--- src/rtl/prot_trap_unit.sv ---
`timescale 1ns/1ps
module prot_trap_unit #(
  parameter int AW = 32,
  parameter int SW = 3
) (
  input  logic          clk,
  input  logic          rst_n,
  input  logic          reg_we,
  input  logic [SW-1:0] reg_sel,
  input  logic [AW-1:0] reg_wdata,
  output logic [AW-1:0] reg_rdata,
  input  logic          acc_valid,
  input  logic [AW-1:0] acc_addr,
  input  logic [1:0]    acc_kind,
  input  logic          nmi_evt,
  input  logic          bus_err_evt,
  output logic          trap_req,
  output logic          trap_cause
);
  localparam int NCH = 2;
  localparam logic [SW-1:0] SEL_CTRL = '0;
  localparam int BIT_INV = 9;
  localparam int BIT_EN  = 8;
  localparam logic [1:0] KIND_STORE = 2'b10;

  logic [AW-1:0]  base_q [NCH];
  logic [AW-1:0]  mask_q [NCH];
  logic [NCH-1:0] hit;
  logic [NCH-1:0] st_q;
  logic           en_q, inv_q;
  logic           comb_hit, fire, ctrl_wr;

  for (genvar c = 0; c < NCH; c++) begin : g_ch
    localparam logic [SW-1:0] SEL_BASE = SW'(1 + 2*c);
    localparam logic [SW-1:0] SEL_MASK = SW'(2 + 2*c);
    assign hit[c] = ((acc_addr ^ base_q[c]) & mask_q[c]) == '0;
    always_ff @(posedge clk) begin
      if (!rst_n) begin
        base_q[c] <= '0;
        mask_q[c] <= '0;
      end else if (reg_we) begin
        if (reg_sel == SEL_BASE) base_q[c] <= reg_wdata;
        if (reg_sel == SEL_MASK) mask_q[c] <= reg_wdata;
      end
    end
  end

  assign comb_hit   = inv_q ? ^hit : |hit;
  assign fire       = acc_valid & en_q & comb_hit;
  assign trap_req   = fire & ~nmi_evt & ~bus_err_evt;
  assign trap_cause = trap_req & (acc_kind == KIND_STORE);
  assign ctrl_wr    = reg_we & (reg_sel == SEL_CTRL);

  always_ff @(posedge clk) begin
    if (!rst_n) begin
      en_q  <= 1'b0;
      inv_q <= 1'b0;
      st_q  <= '0;
    end else begin
      if (ctrl_wr) begin
        en_q  <= reg_wdata[BIT_EN];
        inv_q <= reg_wdata[BIT_INV];
        st_q  <= st_q & reg_wdata[NCH-1:0];
      end
      if (fire) st_q <= hit;
    end
  end

  always_comb begin
    reg_rdata = '0;
    case (reg_sel)
      SEL_CTRL: begin
        reg_rdata[BIT_INV]   = inv_q;
        reg_rdata[BIT_EN]    = en_q;
        reg_rdata[NCH-1:0]   = st_q;
      end
      SW'(1):  reg_rdata = base_q[0];
      SW'(2):  reg_rdata = mask_q[0];
      SW'(3):  reg_rdata = base_q[1];
      SW'(4):  reg_rdata = mask_q[1];
      default: reg_rdata = '0;
    endcase
  end
endmodule


--- config.mk ---
export PLATFORM = sky130hd
export DESIGN_NAME = prot_trap_unit
export DESIGN_NICKNAME = d
export VERILOG_FILES = /design/src/rtl/prot_trap_unit.sv
export SDC_FILE = /design/constraint.sdc
export NUM_CORES = 1
export LEC_CHECK = 0
export BUFFER_PORTS_ARGS = -buffer_cell sky130_fd_sc_hd__buf_2
export CORE_MARGIN = 8
export CORE_UTILIZATION = 50
export CTS_CLUSTER_DIAMETER = 100
export DETAILED_ROUTE_END_ITERATION = 10
export GPL_TIMING_DRIVEN = 0
export PLACE_DENSITY = 0.74
export SYNTH_ARGS = -nofsm -noshare
export SYNTH_HDL_FRONTEND = slang
export SYNTH_SLANG_ARGS = --single-unit
--- constraint.sdc ---
create_clock -name clk -period 3.8 [get_ports clk]
set_input_delay 0.76 -clock clk [delete_from_list [all_inputs] [get_ports clk]]
set_output_delay 0.76 -clock clk [all_outputs]
set_load 0.1 [all_outputs]
# [Word level (Yosys, flattened, before mapping)]
# Memory sizes are Yosys's and may differ from the RTL's.
# Index checks and enable logic that the tools add are counted.
[classes] n_eq_ne=5 n_mux=28 bitwise=17 n_reduce_logical=6
[ops] cell="two-way mux 32 bit" n=4
[ops] cell="case mux 22 bit (4 select lines)" n=1
[ops] cell="bitwise AND 32 bit" n=2
[ops] cell="zero test 32 bit" n=2
[ops] cell="XOR 32 bit" n=2
[ops] cell="case mux 6 bit (4 select lines)" n=1
[ops] cell="case mux 2 bit (5 select lines)" n=2
[ops] cell="two-way mux 1 bit" n=18
[ops] cell="bitwise AND 1 bit" n=6
[ops] cell="equality test 3 x 2 -> 1 bit, second input constant" n=2
[ops] cell="two-way mux 2 bit" n=2
[ops] cell="bitwise OR 1 bit" n=4
[ops] cell="equality test 3 x 1 -> 1 bit, second input constant" n=1
[ops] cell="equality test 3 bit, second input constant" n=1
[ops] cell="zero test 3 bit" n=1
[ops] cell="bitwise AND 2 bit" n=1
[ops] cell="equality test 2 bit, second input constant" n=1
[ops] cell="inverter 1 bit" n=2
[ops] cell="nonzero test 2 bit" n=1
[ops] cell="OR reduction 2 bit" n=1
[ops] cell="parity 2 bit" n=1
[totals] reg_bits=4 mem_bits_rw=128 input_bits=75 out_inout_bits=34 word_cells=61 memories=2
[memory_table] name="base_q" words=2 word_bits=32 read_ports=2 rd_ports_with_merged_regs=0 write_ports=2 line="26" text="logic [AW-1:0] base_q [NCH];"
[memory_table] name="mask_q" words=2 word_bits=32 read_ports=2 rd_ports_with_merged_regs=0 write_ports=2 line="27" text="logic [AW-1:0] mask_q [NCH];"

# [Longest topological paths before layout]
# Gate-level depths: netlist of run 1.
[depth] ltp_word=9 ltp_mapped=11 depth_no_buf=11

# [Worst setup path after synthesis of run 1]
# Ideal clock, no wire load.
[synth_path] kind="input -> output" from="input acc_addr[5]" to="output trap_cause" arrival_ps=5207 t_required_ps=3040 path_slack_ps=-2167 stages=11 path_cell_list="xor2_1 a22oi_1 nand4_1 nor4_1 inv_1 ha_1 nand2_1 o21ai_0 nand3_1 nor3_1 and3b_1"
[synth_between] elab_chain_cells=9 word_cells_on_any_way=13 classes_between="1 x mux; 8 x bitwise; 4 x reduce/logical"
[synth_lines] element="from (decl)" line="13" text="input logic [AW-1:0] acc_addr,"
[synth_lines] element="XOR 32 bit" line="36" text="assign hit[c] = ((acc_addr ^ base_q[c]) & mask_q[c]) == '0;"
[synth_lines] element="bitwise AND 32 bit" line="36"
[synth_lines] element="zero test 32 bit" line="36"
[synth_lines] element="OR reduction 2 bit / parity 2 bit (equally long branches)" line="48" text="assign comb_hit = inv_q ? ^hit : |hit;"
[synth_lines] element="two-way mux 1 bit (*)" line="48"
[synth_lines] element="bitwise AND 1 bit (*)" line="49" text="assign fire = acc_valid & en_q & comb_hit;"
[synth_lines] element="bitwise AND 1 bit (*) (2 in a row)" line="50" text="assign trap_req = fire & ~nmi_evt & ~bus_err_evt;"
[synth_lines] element="named net trap_req" line="17" text="output logic trap_req,"
[synth_lines] element="bitwise AND 1 bit (*)" line="51" text="assign trap_cause = trap_req & (acc_kind == KIND_STORE);"
[synth_lines] element="to (decl)" line="18" text="output logic trap_cause"
# The timed path passes the listed nets; every way through them passes the cells marked *.

# [Worst setup path after layout of run 1]
[layout_path] from="input acc_addr[11]" to="output trap_cause"
[layout_between] elab_chain_cells=9 word_cells_on_any_way=13 classes_between="1 x mux; 8 x bitwise; 4 x reduce/logical"
[layout_lines] element="XOR 32 bit" line="36"
[layout_lines] element="bitwise AND 32 bit" line="36"
[layout_lines] element="zero test 32 bit" line="36"
[layout_lines] element="OR reduction 2 bit / parity 2 bit (equally long branches)" line="48"
[layout_lines] element="two-way mux 1 bit (*)" line="48"
[layout_lines] element="bitwise AND 1 bit (*)" line="49"
[layout_lines] element="bitwise AND 1 bit (*) (2 in a row)" line="50"
[layout_lines] element="bitwise AND 1 bit (*)" line="51"
# Mark *: on every way between the ends. The rest lies on a longest branch, timed or not.

==> results of run 1 <==
## cell usage after synthesis (all sizes together), types with 4 or more instances
cell	n	area, µm²
a221o	28	280
a22o	28	245
a22oi	38	285
and2	130	816
and3	4	25.0
buf	25	161
dfxtp	4	80.1
edfxtp	128	3840
nand2	12	45.0
nand4	8	50.1
nor2b	7	63.8
o22ai	4	25.0
xor2	64	561
## power breakdown
part | internal, mW | total (mW) | switching [mW]
sequential | 1.70 | 1.77 | 0.0675
clock | 1.10 | 1.72 | 0.615
combinational | 0.175 | 0.634 | 0.459
total | 2.97 | 4.11 | 1.14
## critical path, delay by kind of cell
kind | cells | cell delay (ns)
AND/OR/NAND/NOR | 6 | 1.14
buffers and inverters | 3 | 0.38
AO/OA/AOI/OAI | 2 | 0.33
adder cells (fa/ha/maj) | 1 | 0.29
XOR/XNOR | 1 | 0.14
## kinds of logic (layout without fill, tap and decap cells)
| kind of cell | Yosys count | count (layout) |
|---|---|---|
| DFF | 132 | 132 |
| and+or+nand+nor | 170 | 170 |
| muxes | 6 | 6 |
| xor gates and xnor gates | 64 | 64 |
| AOI/OAI and AO/OA | 105 | 105 |
| adders and majority gates | 1 | 1 |
| buffers and inverters | 30 | 175 |
## placed cells by master (no fill, tap or decap), drive strengths merged, types with 2 or more instances in the layout
master | Yosys | layout
and2 | 130 | 130
o211a | 2 | 2
mux2 | 3 | 3
edfxtp | 128 | 128
o21ai | 3 | 3
clkbuf | 3 | 23
and3 | 4 | 4
nand2 | 12 | 12
nor4 | 2 | 2
nand4 | 8 | 8
mux2i | 3 | 3
nor2b | 7 | 7
buf | 25 | 138
o22ai | 4 | 4
inv | 2 | 4
a22o | 28 | 28
bufinv | 0 | 4
nor2 | 3 | 3
a221o | 28 | 28
clkinv | 0 | 3
dfxtp | 4 | 4
a22oi | 38 | 38
clkinvlp | 0 | 3
xor2 | 64 | 64
## layer usage
metal / up-vias / global-route usage (%)
li1: 2182 / -
met1: 2437 / 26.8
met2: 277 / 38.8
met3: 55 / 6.02
met4: 2 / 10.3
met5: - / 0
## worst max-delay path by stage
stage | start | endpoint | slack [ns]
6_report | acc_addr[11] | trap_cause | -0.007
5_1_grt | acc_addr[26] | trap_cause | -0.13
4_1_cts | acc_addr[8] | trap_cause | 0.008
3_5_place_dp | acc_addr[11] | trap_cause | -0.47
3_3_place_gp | acc_addr[11] | trap_cause | -0.44
2_1_floorplan | acc_addr[3] | trap_cause | -0.44
## repair_timing
item	CTS	global route
setup buffers	3	2
hold endpoints to repair	0	0
pin swaps	14	9
setup endpoints to repair	2	2
resized for setup	20	4
## flip-flops by register name, summed over array words and instances, names as in the netlist
signal	flops
base_q	64
en_q	1
inv_q	1
mask_q	64
st_q	2
## layout make-up
cell class	count	area, µm²	area share [%]
Buffer	28	173	2.09
Clock buffer	20	437	5.28
Clock inverter	12	179	2.17
Inverter	2	7.51	0.0909
Multi-Input combinational cell	346	2710	32.8
Sequential cell	132	3920	47.5
Tap cell	176	220	2.67
Timing Repair Buffer	113	617	7.47
==> results.json, run 1 <==
{
  "status": "complete, but fails checks",
  "failed_checks": "setup timing",
  "first_iter_violations": 596,
  "synth_xor_area_share_pct": 8.40,
  "ys_warn_count": 0,
  "drt_wl_total_mm": 19.8,
  "leakagePower_nw": 3.35,
  "firstDrtPassIters": 5,
  "avgSynthCellArea_um2": 13.1,
  "post-route-util_pct": 62.9,
  "worst_pin_slew_ns": 0.978,
  "fillers": 1038,
  "start_kind": "input pin",
  "grt_remaining_overflow": 0,
  "period_minus_slack_ns": 3.81,
  "fin_area_um2": 8260,
  "port_buffers": 107,
  "drv_slew": 0,
  "met2_wirelength_mm": 9.83,
  "min_from": "inv_q",
  "drcViolationCount": 0,
  "syn_to_final_growth_pct": 23.8,
  "clock_path_buffers": 2,
  "critPathCaptureType": "output port",
  "cap_viol_max_count": 0,
  "grt_pass1_vias": 5151,
  "post_dp_cell_area_um2": 7490,
  "grt_pass1_wl_mm": 30.0,
  "arrival_ns": 3.05,
  "rsz0062_at_grt": "true",
  "numCtsBuffers": 17,
  "cts.clk_slew.worst_paths_ns": 0.05,
  "worstReg2RegEnd": "st_q[0]",
  "dieArea_um2": 17300,
  "power.density_nw_per_um2": 498,
  "start_util_pct": 50.8,
  "hold_path.class": "reg2reg",
  "whs_endpoint": "inv_q",
  "cts_root_buffer": "clkbuf_16",
  "slowest_delay_ns": 0.39,
  "post-route-period-util_pct": 100,
  "cp_cell_sequence": "buf_2, xor2_1, a22oi_2, nand4_1, nor4_4, inv_1, ha_1, nand2_1, o21ai_1, nand3_2, nor3_4, and3b_4, buf_12",
  "synthDistinctLibCells": 34,
  "setup_ws_ns": -0.00717,
  "reg2reg_depth": 12,
  "setup_viol": 1,
  "whs_ns": 0.592,
  "rr_startpoint": "base_q[0][11]",
  "synthMuxAreaShare_pct": 0.956,
  "hold_buffers": 0,
  "nets": 716,
  "worst-path-max-fanout": 2,
  "routedWlPerCell_um": 23.9,
  "async_flop_share_pct": 0,
  "cts_tree": "done",
  "clk_latency_ns": 0.41,
  "ios": 109,
  "design_power_total_mw": 4.11,
  "cts_htree_levels": 4,
  "via_per_inst": 5.97,
  "hold_depth": 2,
  "relSlewSlack_pct": 34.6,
  "core_area_um2": 13100,
  "synth_edf_count": 128,
  "die_h_um": 132,
  "synth_top_family_by_area": "simple AND/OR/NAND/NOR gates",
  "cts.sinks": 132,
  "grt_max_degree": 33,
  "synth_top_flop_cell": "edfxtp_1",
  "synth_compound_area_share_pct": 13.2,
  "skew_ns": 0.00735,
  "layout-drive-gt1-share_pct": 30.6,
  "synth_adder_area_share_pct": 0.187,
  "fp.dieW_um": 132,
  "top_layer": "met5",
  "ant_nets": 0,
  "yosysSeqAreaShare_pct": 58.8,
  "antenna_found_initial": 1,
  "hold_viol": 0,
  "final_cells": 829,
  "vdd_drop_max_v": 0.000292,
  "crit_type": "in2out",
  "num_vias": 4953,
  "setup_tns_ns": -0.00717,
  "antenna_cells": 0,
  "cp_slowest_cell": "nor4_4",
  "syn_nets": 584,
  "grt_usage_pct": 22.9,
  "placedCellCount": 792,
  "rows": 42,
  "synthSimpleGateAreaFrac_pct": 15.8,
  "hpwl_mm": 13.3,
  "required_ns": 3.04,
  "netlist_area_um2": 6680,
  "met3_length_mm": 1.75,
  "synth-seq-cells": 132,
  "met1Wirelength_mm": 7.49,
  "rrSetupSlack_ns": 1.13,
  "synthCells": 508,
  "pre_cts_ws_ns": -0.474,
  "fmax_ghz": 0.263,
  "routabilityCongestion": 0.895
}
No activity file was read; power rests on OpenSTA's default activity.
==> run 2, diff against run 1 <==
==> constraint.sdc (replaced) <==
create_clock -name clk -period 3.7 [get_ports clk]
set_input_delay 0.74 -clock clk [delete_from_list [all_inputs] [get_ports clk]]
set_output_delay 0.74 -clock clk [all_outputs]
set_load 0.1 [all_outputs]
==> run 2 against run 1 <==
Against the previous run:
- the flow still finishes with violations (setup timing)
- sequential power increased by 2%
- register-to-register slack got worse by 0.09 ns
- sequential cell count unchanged
- design area rose by 0.71%
- largest power group unchanged
- highest routed layer unchanged
==> results.json, run 2 (synthesized netlist as in run 1, its figures left out) <==
{
  "status": "complete, but fails checks",
  "failed_checks": "setup timing",
  "die_h_um": 132,
  "final_cells": 832,
  "critPathCaptureType": "output port",
  "leakagePower_nw": 3.37,
  "worst_pin_slew_ns": 0.982,
  "met3_length_mm": 1.83,
  "reg2reg_depth": 12,
  "arrival_ns": 3.04,
  "crit_type": "in2out",
  "num_vias": 4970,
  "rr_startpoint": "base_q[0][11]",
  "cts.clk_slew.worst_paths_ns": 0.06,
  "clock_path_buffers": 2,
  "required_ns": 2.96,
  "syn_to_final_growth_pct": 24.7,
  "pre_cts_ws_ns": -0.534,
  "rows": 42,
  "clk_latency_ns": 0.42,
  "slowest_delay_ns": 0.39,
  "nets": 719,
  "cp_cell_sequence": "buf_2, xor2_1, a22oi_2, nand4_1, nor4_4, inv_1, ha_1, nand2_1, o21ai_1, nand3_2, nor3_4, and3b_4, buf_12",
  "cts_root_buffer": "clkbuf_16",
  "setup_viol": 1,
  "power.density_nw_per_um2": 509,
  "grt_pass1_wl_mm": 30.0,
  "path_delay_family": "simple AND/OR/NAND/NOR gates",
  "worst-path-max-fanout": 2,
  "drv_slew": 0,
  "drt_wl_total_mm": 20.0,
  "cap_viol_max_count": 0,
  "hpwl_mm": 13.3,
  "via_per_inst": 5.97,
  "crit_buf_inv": 3,
  "worstReg2RegEnd": "st_q[0]",
  "fin_area_um2": 8320,
  "cp-startpoint": "acc_addr[11]",
  "grt_pass1_vias": 5152,
  "relSlewSlack_pct": 34.3,
  "top_layer": "met5",
  "placedCellCount": 792,
  "start_kind": "input pin",
  "ant_nets": 0,
  "layout_common_cells": "and2_1 (129), edfxtp_1 (128), buf_2 (121)",
  "antenna_cells": 0,
  "setup_ws_ns": -0.0832,
  "hold_viol": 0,
  "period_minus_slack_ns": 3.78,
  "ios": 109,
  "vdd_drop_max_v": 0.000305,
  "rrSetupSlack_ns": 1.04,
  "grt_remaining_overflow": 0,
  "setup_tns_ns": -0.0832,
  "core_area_um2": 13100,
  "drcViolationCount": 0,
  "first_iter_violations": 573,
  "post-route-period-util_pct": 102,
  "met1Wirelength_mm": 7.58,
  "skew_ns": 0.00576,
  "start_util_pct": 50.8,
  "routedWlPerCell_um": 24.0,
  "cp_slowest_cell": "nor4_4",
  "layout_commonest_cell": "and2_1",
  "cts_tree": "done",
  "reg.largest.list": "base_q x64, mask_q x64, st_q x2",
  "rsz0062_at_grt": "true",
  "met2_wirelength_mm": 9.95,
  "whs_ns": 0.589,
  "routabilityCongestion": 0.895,
  "cp-endpoint": "trap_cause",
  "layout-drive-gt1-share_pct": 31.4,
  "grt_max_degree": 33,
  "port_buffers": 107,
  "hold_path.class": "reg2reg",
  "grt_usage_pct": 22.9,
  "fmax_ghz": 0.264,
  "post_dp_cell_area_um2": 7490,
  "dieArea_um2": 17300,
  "cp.depth": 13,
  "fp.dieW_um": 132,
  "design_power_total_mw": 4.24,
  "firstDrtPassIters": 5,
  "cts_htree_levels": 4,
  "post-route-util_pct": 63.3,
  "cts.sinks": 132,
  "antenna_found_initial": 1,
  "numCtsBuffers": 17
}
run 2: worst min-delay path by stage:
stage                     startpoint       to  depth (start not counted)
after global routing         st_q[1]  st_q[1]                          3
after CTS                       en_q     en_q                          2
after detailed placement        en_q     en_q                          2
final                          inv_q    inv_q                          2
after floorplan                 en_q     en_q                          2
after global placement          en_q     en_q                          2
run 2: repair_timing:
action	CTS	global route
pin swaps	17	9
buffers inserted	5	3
gates resized for setup	24	6
hold buffers	0	0
endpoints found under the setup margin	2	2
run 2: layout make-up:
type / count / area, µm²
buffer: 28 / 173
clock buffer: 20 / 437
inverter: 2 / 7.51
tap: 176 / 220
sequential: 132 / 3920
timing repair buffer: 116 / 658
clock inverter: 12 / 179
multi-input combinational: 346 / 2720
fill: 1026 / 4820
run 2: worst register-to-register path, stage by stage, from the launching register on:
cell	delay, ns
edfxtp_1	0.41
xor2_1	0.18
a22oi_2	0.23
nand4_1	0.24
nor4_4	0.39
inv_1	0.08
ha_1	0.29
nand2_1	0.04
o21ai_1	0.09
nand3_2	0.12
buf_4	0.15
buf_4	0.13
o211a_1	0.20
run 2: report_power, final:
| group | total, mW | switching, mW | internal (mW) |
|---|---|---|---|
| registers | 1.81 | 0.0699 | 1.74 |
| clock network | 1.77 | 0.635 | 1.13 |
| logic | 0.657 | 0.474 | 0.183 |
| total | 4.24 | 1.18 | 3.06 |
run 2: metal layers:
| metal | vias to the layer above | global-route usage, % |
|---|---|---|
| met5 | - | 0 |
| met4 | 2 | 10.2 |
| met3 | 51 | 6.33 |
| met2 | 292 | 38.8 |
| met1 | 2433 | 26.7 |
| li1 | 2192 | - |
